`src/rtl/vtm_pkg.sv`:
```
package vtm_pkg;
    localparam int DATA_W = 8;
    localparam int CNT_W  = 2 * DATA_W;
    localparam int IDX_W  = 4;
    localparam int FLG_W  = DATA_W - 1;

    typedef logic [DATA_W-1:0] byte_t;
    typedef logic [CNT_W-1:0]  cnt_t;
    typedef logic [FLG_W-1:0]  flg_t;

    localparam cnt_t CNT_ONES = '1;

    // register indices (behavioural map)
    localparam logic [IDX_W-1:0] IX_T1_CLO = 4'd4;
    localparam logic [IDX_W-1:0] IX_T1_CHI = 4'd5;
    localparam logic [IDX_W-1:0] IX_T1_LLO = 4'd6;
    localparam logic [IDX_W-1:0] IX_T1_LHI = 4'd7;
    localparam logic [IDX_W-1:0] IX_T2_LO  = 4'd8;
    localparam logic [IDX_W-1:0] IX_T2_HI  = 4'd9;
    localparam logic [IDX_W-1:0] IX_AUX    = 4'd11;
    localparam logic [IDX_W-1:0] IX_FLAG   = 4'd13;
    localparam logic [IDX_W-1:0] IX_ENA    = 4'd14;

    // flag bit positions
    localparam int FB_SR = 2;
    localparam int FB_T2 = 5;
    localparam int FB_T1 = 6;
    localparam int SET_SEL = DATA_W - 1;

    localparam logic [1:0] T1_CONTINUOUS = 2'b01;

    localparam flg_t IRQ_MASK = flg_t'((1 << FB_SR) | (1 << FB_T1));

    typedef struct packed {
        logic t1_lat_lo;
        logic t1_hi_load;
        logic t1_hi_only;
        logic t2_lo_wr;
        logic t2_hi_wr;
        logic aux_wr;
        logic flag_wr;
        logic ena_wr;
        logic t1_rd_clr;
        logic t2_rd_clr;
    } strobe_t;

    typedef struct packed {
        cnt_t  t1_cnt;
        cnt_t  t1_lat;
        cnt_t  t2_cnt;
        byte_t aux;
        flg_t  flags;
        flg_t  ena;
    } view_t;

    function automatic cnt_t t1_step(cnt_t c, cnt_t l);
        return (c == CNT_ONES) ? l : c - cnt_t'(1);
    endfunction
endpackage

```
`src/rtl/vtm_regif.sv`:
```
module vtm_regif
    import vtm_pkg::*;
(
    input  logic             wr_en,
    input  logic             rd_en,
    input  logic [IDX_W-1:0] reg_idx,
    input  view_t            view,
    output strobe_t          strb,
    output byte_t            rd_data
);
    always_comb begin
        strb            = '0;
        strb.t1_lat_lo  = wr_en && (reg_idx == IX_T1_CLO || reg_idx == IX_T1_LLO);
        strb.t1_hi_load = wr_en && (reg_idx == IX_T1_CHI);
        strb.t1_hi_only = wr_en && (reg_idx == IX_T1_LHI);
        strb.t2_lo_wr   = wr_en && (reg_idx == IX_T2_LO);
        strb.t2_hi_wr   = wr_en && (reg_idx == IX_T2_HI);
        strb.aux_wr     = wr_en && (reg_idx == IX_AUX);
        strb.flag_wr    = wr_en && (reg_idx == IX_FLAG);
        strb.ena_wr     = wr_en && (reg_idx == IX_ENA);
        strb.t1_rd_clr  = rd_en && (reg_idx == IX_T1_CLO);
        strb.t2_rd_clr  = rd_en && (reg_idx == IX_T2_LO);
    end

    logic pending;
    assign pending = |(view.flags & view.ena);

    always_comb begin
        case (reg_idx)
            IX_T1_CLO: rd_data = view.t1_cnt[DATA_W-1:0];
            IX_T1_CHI: rd_data = view.t1_cnt[CNT_W-1:DATA_W];
            IX_T1_LLO: rd_data = view.t1_lat[DATA_W-1:0];
            IX_T1_LHI: rd_data = view.t1_lat[CNT_W-1:DATA_W];
            IX_T2_LO:  rd_data = view.t2_cnt[DATA_W-1:0];
            IX_T2_HI:  rd_data = view.t2_cnt[CNT_W-1:DATA_W];
            IX_AUX:    rd_data = view.aux;
            IX_FLAG:   rd_data = {pending, view.flags};
            IX_ENA:    rd_data = {1'b1, view.ena};
            default:   rd_data = '0;
        endcase
    end
endmodule

```
`src/rtl/vtm_timer1.sv`:
```
module vtm_timer1
    import vtm_pkg::*;
(
    input  logic  clk,
    input  logic  rst,
    input  logic  tick_en,
    input  logic  cont_mode,
    input  logic  lat_lo_wr,
    input  logic  hi_load,
    input  logic  hi_only,
    input  byte_t wr_data,
    output cnt_t  cnt,
    output cnt_t  latch,
    output logic  zero_evt
);
    cnt_t stepped;
    assign stepped  = t1_step(cnt, latch);
    assign zero_evt = tick_en && !hi_load && cont_mode && (stepped == '0);

    always_ff @(posedge clk) begin
        if (rst) begin
            cnt   <= CNT_ONES;
            latch <= CNT_ONES;
        end else begin
            if (lat_lo_wr)
                latch[DATA_W-1:0] <= wr_data;
            if (hi_load || hi_only)
                latch[CNT_W-1:DATA_W] <= wr_data;
            if (hi_load)
                cnt <= {wr_data, latch[DATA_W-1:0]};
            else if (tick_en)
                cnt <= stepped;
        end
    end
endmodule

```
`src/rtl/vtm_timer2.sv`:
```
module vtm_timer2
    import vtm_pkg::*;
(
    input  logic  clk,
    input  logic  rst,
    input  logic  tick_en,
    input  logic  lo_wr,
    input  logic  hi_wr,
    input  byte_t wr_data,
    output cnt_t  cnt,
    output logic  zero_evt
);
    byte_t lo_q;
    logic  armed;
    cnt_t  dec;
    logic  load;

    assign dec      = cnt - cnt_t'(1);
    assign load     = lo_wr || hi_wr;
    assign zero_evt = tick_en && !load && armed && (dec == '0);

    always_ff @(posedge clk) begin
        if (rst) begin
            cnt   <= CNT_ONES;
            lo_q  <= '0;
            armed <= 1'b0;
        end else if (lo_wr) begin
            lo_q  <= wr_data;
            cnt   <= cnt_t'(wr_data);
            armed <= 1'b1;
        end else if (hi_wr) begin
            cnt   <= {wr_data, lo_q};
            armed <= 1'b1;
        end else if (tick_en) begin
            cnt <= dec;
            if (zero_evt)
                armed <= 1'b0;
        end
    end
endmodule

```
`src/rtl/vtm_intc.sv`:
```
module vtm_intc
    import vtm_pkg::*;
(
    input  logic    clk,
    input  logic    rst,
    input  strobe_t strb,
    input  byte_t   wr_data,
    input  logic    sr_set,
    input  logic    t1_set,
    input  logic    t2_set,
    output flg_t    flags,
    output flg_t    ena,
    output logic    irq
);
    flg_t clr_vec;
    flg_t set_vec;

    always_comb begin
        clr_vec = '0;
        if (strb.flag_wr)
            clr_vec = wr_data[FLG_W-1:0];
        if (strb.t1_hi_load || strb.t1_hi_only || strb.t1_rd_clr)
            clr_vec[FB_T1] = 1'b1;
        if (strb.t2_rd_clr)
            clr_vec[FB_T2] = 1'b1;
        set_vec         = '0;
        set_vec[FB_SR]  = sr_set;
        set_vec[FB_T1]  = t1_set;
        set_vec[FB_T2]  = t2_set;
    end

    always_ff @(posedge clk) begin
        if (rst) begin
            flags <= '0;
            ena   <= '0;
        end else begin
            flags <= (flags & ~clr_vec) | set_vec;
            if (strb.ena_wr) begin
                if (wr_data[SET_SEL])
                    ena <= ena | wr_data[FLG_W-1:0];
                else
                    ena <= ena & ~wr_data[FLG_W-1:0];
            end
        end
    end

    assign irq = |(flags & ena & IRQ_MASK);
endmodule

```
`src/rtl/vtm_timer_intc.sv`:
```
module vtm_timer_intc
    import vtm_pkg::*;
(
    input  logic       clk,
    input  logic       rst,
    input  logic       tick_en,
    input  logic       sr_event,
    input  logic [3:0] reg_idx,
    input  logic       wr_en,
    input  logic       rd_en,
    input  logic [7:0] wr_data,
    output logic [7:0] rd_data,
    output logic       irq
);
    strobe_t strb;
    view_t   view;
    cnt_t    t1_cnt;
    cnt_t    t1_lat;
    cnt_t    t2_cnt;
    byte_t   aux_q;
    flg_t    flags;
    flg_t    ena;
    logic    t1_zero;
    logic    t2_zero;

    always_ff @(posedge clk) begin
        if (rst)
            aux_q <= '0;
        else if (strb.aux_wr)
            aux_q <= wr_data;
    end

    assign view = '{t1_cnt: t1_cnt, t1_lat: t1_lat, t2_cnt: t2_cnt,
                    aux: aux_q, flags: flags, ena: ena};

    vtm_regif u_regif (
        .wr_en   (wr_en),
        .rd_en   (rd_en),
        .reg_idx (reg_idx),
        .view    (view),
        .strb    (strb),
        .rd_data (rd_data)
    );

    vtm_timer1 u_t1 (
        .clk       (clk),
        .rst       (rst),
        .tick_en   (tick_en),
        .cont_mode (aux_q[DATA_W-1:DATA_W-2] == T1_CONTINUOUS),
        .lat_lo_wr (strb.t1_lat_lo),
        .hi_load   (strb.t1_hi_load),
        .hi_only   (strb.t1_hi_only),
        .wr_data   (wr_data),
        .cnt       (t1_cnt),
        .latch     (t1_lat),
        .zero_evt  (t1_zero)
    );

    vtm_timer2 u_t2 (
        .clk      (clk),
        .rst      (rst),
        .tick_en  (tick_en),
        .lo_wr    (strb.t2_lo_wr),
        .hi_wr    (strb.t2_hi_wr),
        .wr_data  (wr_data),
        .cnt      (t2_cnt),
        .zero_evt (t2_zero)
    );

    vtm_intc u_intc (
        .clk     (clk),
        .rst     (rst),
        .strb    (strb),
        .wr_data (wr_data),
        .sr_set  (sr_event),
        .t1_set  (t1_zero),
        .t2_set  (t2_zero),
        .flags   (flags),
        .ena     (ena),
        .irq     (irq)
    );
endmodule

```
`config.mk`:
```
export PLATFORM = sky130hd
export DESIGN_NAME = vtm_timer_intc
export DESIGN_NICKNAME = d
export VERILOG_FILES = /design/src/rtl/vtm_pkg.sv /design/src/rtl/vtm_regif.sv /design/src/rtl/vtm_timer1.sv /design/src/rtl/vtm_timer2.sv /design/src/rtl/vtm_intc.sv /design/src/rtl/vtm_timer_intc.sv
export SDC_FILE = /design/constraint.sdc
export NUM_CORES = 1
export LEC_CHECK = 0
export ABC_AREA = 1
export BUFFER_PORTS_ARGS = -buffer_cell sky130_fd_sc_hd__buf_2
export CAP_MARGIN = 20
export CORE_ASPECT_RATIO = 0.7
export CORE_UTILIZATION = 35
export CTS_CLUSTER_SIZE = 28
export DETAILED_ROUTE_END_ITERATION = 12
export PLACE_DENSITY = 0.51
export RECOVER_POWER = 25
export SETUP_SLACK_MARGIN = 0.15
export SYNTH_ARGS = -nofsm -noshare
export SYNTH_HDL_FRONTEND = slang
export SYNTH_SLANG_ARGS = --single-unit
```
`constraint.sdc`:
```
create_clock -name clk -period 2.4 [get_ports clk]
set_clock_uncertainty 0.1 [all_clocks]
set_input_delay 0.36 -clock clk [delete_from_list [all_inputs] [get_ports clk]]
set_output_delay 0.36 -clock clk [all_outputs]
set_load 0.05 [all_outputs]
```
==> results of run 1 <==
==> kinds of logic after synthesis <==
| logic type | Yosys count | synth area share |
|---|---|---|
| AND/OR/NAND/NOR | 309 | 0.274 |
| AO/OA/AOI/OAI | 194 | 0.251 |
| buffers and inverters | 142 | 0.115 |
| flip-flops | 79 | 0.326 |
| XOR/XNOR | 13 | 0.0235 |
| adder cells (fa/ha/maj) | 4 | 0.0103 |
==> tightest hold or removal path: cells and delay by family <==
kind	cells	cell delay (ns)
buffers and inverters	2	0.16
AOI/OAI and AO/OA	1	0.06
==> how the worst max path moves through the flow <==
stage,startpoint,to,slack (ns),cells after the start
after floorplan,reg_idx[1],rd_data[0],0.36,7
after global placement,reg_idx[0],rd_data[1],0.13,8
after detailed placement,reg_idx[3],rd_data[0],0.07,9
after CTS,u_intc.flags[2],rd_data[7],0.16,6
after global routing,wr_en,u_t2.cnt[1],0.08,10
final,reg_idx[1],rd_data[1],0.21,8
==> stage by stage <==
stage	setup WS, ns	cells
floorplan	0.364	741
global placement	0.130	943
detailed placement	0.0705	943
CTS	0.157	959
global route	0.0776	959
finish	0.207	959
==> where the power goes <==
group / internal, W / total (W) / leakage [nW] / switching [W]
Clock: 0.000829 / 0.00139 / 0.144 / 0.000561
Sequential: 0.00137 / 0.00145 / 0.647 / 0.0000769
Combinational: 0.000190 / 0.000643 / 1.79 / 0.000453
Total: 0.00239 / 0.00348 / 2.58 / 0.00109
==> flip-flops by register name, summed over array words and instances, names as in the netlist, named ones only <==
register	cells
u_t1.latch	16
u_t2.lo_q	8
u_t1.cnt	16
u_intc.flags	7
u_t2.cnt	16
u_t2.armed	1
aux_q	8
==> timing repair <==
action / in CTS / in global routing
cloned: 0 / 0
endpoints found under the setup margin: 4 / 8
hold buffers: 0 / 0
pin swaps: 0 / 2
gates resized for setup: 7 / 20
==> final cells by class <==
class | count | area share
clock buffers | 10 | 0.0427
clock inverters | 6 | 0.0107
inverters | 118 | 0.0792
multi-input cells | 520 | 0.497
flip-flops and latches | 79 | 0.283
well taps | 185 | 0.0414
repair buffers | 41 | 0.0457
==> per-layer routing <==
metal | vias up | part of all wire
met3 | 13 | 0.12
met4 | 0 | 0.0082
li1 | 2526 | -
met2 | 287 | 0.35
met1 | 2472 | 0.52
met5 | - | 0
==> layout by cell type, fill, tap and decap left out, drive strengths merged <==
cell / synthesis / final
clkinvlp: 0 / 2
nand2: 177 / 177
o21bai: 1 / 1
o21ai: 46 / 46
o221ai: 12 / 12
a22o: 1 / 1
dfxtp: 79 / 79
buf: 13 / 39
bufinv: 0 / 1
ha: 4 / 4
o211ai: 31 / 31
nor2: 82 / 82
nand4: 3 / 3
clkinv: 1 / 3
xnor2: 2 / 2
a31oi: 1 / 1
a221oi: 13 / 13
o2111ai: 4 / 4
nand3: 43 / 43
clkbuf: 11 / 12
inv: 117 / 118
o21a: 8 / 8
or3: 1 / 1
o22ai: 21 / 21
a21oi: 56 / 56
nor3: 3 / 3
xor2: 11 / 11
==> results.cfg, run 1 <==
[timing]
setup_viol = 0
final_hold_viol_count = 0
period_share = 0.914
tns_ns = 0
rsz0062_at_grt = yes
tightest_slew_ns = 0.730
fmax_mhz = 456
slew_headroom = 0.514
layout_min_cycle_time_ns = 2.19
slew_violations = 0
whs_ns = 0.182

[power]
ir_worst_vdd_uv = 344
power_density_nw_per_um2 = 623
power.leakage_nw = 2.58
power.total_w = 0.00348

[yosys]
yosysSeqAreaShare = 0.326
synth_cell_type_count = 36
synth-seq-cells = 79
syn_nets = 763
synth_edf_count = 0
synth.area.top_cells = dfxtp_1 33%, nand2_1 13%, inv_1 8.0%, a21oi_1 5.8%, nor2_1 5.4%
async_flop_share = 0
postSynthCellCount = 741
ys.flop_type = dfxtp_1
synth_most_common_cell = nand2_1
ys_warn_count = 0
syn_area_um2 = 4850
yosysTopAreaCell = dfxtp_1
syn_area_per_cell_um2 = 6.55
yosys.area.top_type_share = 0.326
ys_top_cells_by_count = 168 x nand2_1, 104 x inv_1, 79 x dfxtp_1

[final_layout]
regArea_um2 = 1580
postLayoutCoreUtil = 0.419
fin_area_um2 = 5590
multiInputGateArea_um2 = 2780
fillers = 1443
diodes = 0
syn_to_final_growth_pct = 15.2
layout-drive-gt1-share = 0.141
nNetsFinal = 791

[hold_path]
hold_depth = 3
hold_path_class = in2reg
min_from = sr_event
whs_endpoint = u_intc.flags[2]

[critical_path]
max_stage_delay_ns = 0.39
cp_slowest_cell = a221oi_2
worst-setup-path-type = in2out
worstPathMaxFanout = 4
cp_top_family = buffers and inverters
cp_data_required_time_ns = 1.94
reg2reg_slack_ns = 0.33
rr_endpoint = u_intc.flags[6]
crit_path_end_kind = output pin
reg2regPathDepth = 9
r2r-start = u_t1.cnt[0]
start_kind = primary input
arrival_ns = 1.73
path_buf_inv = 4
worstPathCellList = buf_2 -> inv_1 -> nor2_2 -> nand2_1 -> inv_1 -> a221oi_2 -> o211ai_1 -> buf_2

[placed_design]
io_buffers = 26
gp_congestion = 0.966
post-dp-hpwl_um = 14400
place_area_um2 = 5210

[routing]
ant_nets = 0
num_vias = 5298
drc = 0
first_pass_iters = 5
drt-total-wl_um = 18500
wire_per_inst_um = 19.3
drt_iter0_markers = 696
via_per_inst = 5.52

[clock_tree]
cts_buffers = 9
cts.sinks = 79
ctsLongestPathBuffers = 2
post_cts_buffers = 0
cts_tree = done
clkTransAtPathRegs_ns = 0.06
clockRootBuffer = clkbuf_16
htree_levels = 3
insertion_delay_ns = 0.34

[grt]
antenna_found_initial = 0
grt_pass1_wl_um = 28600
grtUsageTotal = 0.274
grt_pass1_vias = 4774
grtUsageMet3 = 0.0812
grtUsageMet1 = 0.441
busiest_layer = met1
grt_max_degree = 51
grtUsageMet2 = 0.343
overflow = 0

[floorplan]
die_w_um = 143
start_util = 0.363
fp.coreArea_um2 = 13400
die_area_um2 = 14300
rows = 35
io_pins = 27
die_h_um = 101

[run]
max-cap-violations = 0

[outcome]
status = completed
Note: power is estimated with default switching activity, not from simulation.
==> inputs of run 2 (changes only) <==
Settings changed: BUFFER_PORTS_ARGS -buffer_cell sky130_fd_sc_hd__buf_2 to not set, CTS_BUF_LIST set to sky130_fd_sc_hd__clkbuf_2 sky130_fd_sc_hd__clkbuf_4 sky130_fd_sc_hd__clkbuf_8, DONT_BUFFER_PORTS set to 1, PLACE_DENSITY 0.51 to not set.
==> run 2 against run 1 <==
Effect of this change: clock power shrank 15%; critical path type is now reg2out; first-iteration DRC count shrank 15%; global-route usage fell by 1.3 points; critical endpoint is now rd_data[7].
==> results.cfg, run 2 (synthesis gave the netlist of run 1 again) <==
[clock_tree]
cts_buffers = 9
clockRootBuffer = clkbuf_8
htree_levels = 3
cts_tree = done
insertion_delay_ns = 0.37
clkTransAtPathRegs_ns = 0.08
ctsLongestPathBuffers = 2
cts.sinks = 79

[critical_path]
worst-setup-path-type = reg2out
path_buf_inv = 1
worstPathCellList = a22o_1 -> a221oi_2 -> o2111ai_1 -> nand2_1 -> nand3_2 -> buf_6
start_kind = flip-flop
r2r-start = u_t2.cnt[0]
cp_data_required_time_ns = 1.94
max_stage_delay_ns = 0.33
reg2reg_slack_ns = 0.32
arrival_ns = 1.78
cp_top_family = compound AO/OA/AOI/OAI gates
reg2regPathDepth = 11
crit_path_end_kind = output pin
cp_slowest_cell = dfxtp_1
worstPathMaxFanout = 3
rr_endpoint = u_t2.armed

[routing]
num_vias = 5073
first_pass_iters = 5
drt_iter0_markers = 591
via_per_inst = 5.39
drc = 0
wire_per_inst_um = 18.8
ant_nets = 0
drt-total-wl_um = 17700

[timing]
slew_violations = 0
setup_viol = 0
tightest_slew_ns = 1.09
fmax_mhz = 447
layout_min_cycle_time_ns = 2.24
tns_ns = 0
final_hold_viol_count = 0
rsz0062_at_grt = yes
period_share = 0.933
slew_headroom = 0.275

[floorplan]
die_area_um2 = 14300
die_w_um = 143
die_h_um = 101
start_util = 0.363
io_pins = 27
fp.coreArea_um2 = 13400
rows = 35

[grt]
antenna_found_initial = 0
grtUsageTotal = 0.260
grt_pass1_wl_um = 27400
grt_pass1_vias = 4599
overflow = 0
grt_max_degree = 51

[hold_path]
min_from = rst
hold_path_class = in2reg
hold_depth = 2
whs_endpoint = u_t1.cnt[2]

[power]
ir_worst_vdd_uv = 292
power.total_w = 0.00322
power_density_nw_per_um2 = 593
power.leakage_nw = 2.47

[final_layout]
final_cell_mix = 167 x nand2_1, 106 x inv_1, 76 x dfxtp_1
top_regs = u_t1.cnt (16), u_t1.latch (16), u_t2.cnt (16)
syn_to_final_growth_pct = 11.9
regArea_um2 = 1590
multiInputGateArea_um2 = 2750
layout_commonest_cell = nand2_1
layout-drive-gt1-share = 0.110
fillers = 1421
diodes = 0
fin_area_um2 = 5430
postLayoutCoreUtil = 0.407
nNetsFinal = 774

[placed_design]
gp_congestion = 0.968
place_area_um2 = 5120
post-dp-hpwl_um = 13500
io_buffers = 0

[run]
max-cap-violations = 0

[outcome]
status = completed
[run 2: worst reg2reg max path: cells and delay by family, from the launching register on]
kind / cells / cell delay, ns
and+or+nand+nor: 7 / 0.88
xor gates and xnor gates: 1 / 0.18
AOI/OAI and AO/OA: 1 / 0.06
buffers and inverters: 1 / 0.14
DFF: 1 / 0.34
adders and majority gates: 1 / 0.23
[run 2: area by class of cell]
type | count | area share
clock buffers | 10 | 0.0253
clock inverters | 6 | 0.0170
inverters | 118 | 0.0815
multi-input cells | 520 | 0.507
flip-flops and latches | 79 | 0.292
well taps | 185 | 0.0426
repair buffers | 24 | 0.0348
[run 2: per-stage QoR]
step	worst slack, ns	hold WS [ns]	std cells
2_1_floorplan	0.364	0.330	741
3_3_place_gp	0.233	0.335	922
3_5_place_dp	0.181	0.336	922
4_1_cts	0.152	0.00111	941
5_1_grt	0.0958	0.00885	942
6_report	0.162	0.00954	942
[run 2: how the worst max path moves through the flow]
stage | cells past startpoint | slack [ns] | to
after detailed placement | 7 | 0.18 | rd_data[2]
after global placement | 7 | 0.23 | rd_data[4]
after CTS | 6 | 0.15 | rd_data[7]
final | 6 | 0.16 | rd_data[7]
after global routing | 11 | 0.1 | u_t2.armed
after floorplan | 7 | 0.36 | rd_data[0]
[run 2: repair_timing]
action | CTS | global route
pin swaps | 0 | 3
hold endpoints to repair | 18 | 0
hold buffers | 3 | 0
endpoints found under the setup margin | 1 | 8
resized for setup | 1 | 12
setup buffers | 0 | 1
[run 2: metal layers]
| metal | vias up | GRT usage | part of all wire |
|---|---|---|---|
| met5 | - | 0 | 0 |
| met4 | 0 | 0.0521 | 0.0081 |
| met3 | 15 | 0.0945 | 0.13 |
| met2 | 247 | 0.317 | 0.36 |
| met1 | 2323 | 0.414 | 0.50 |
| li1 | 2488 | - | - |
[run 2: where the power goes]
group,switching [W],internal [W]
registers,0.0000750,0.00137
clock network,0.000559,0.000620
logic,0.000410,0.000185
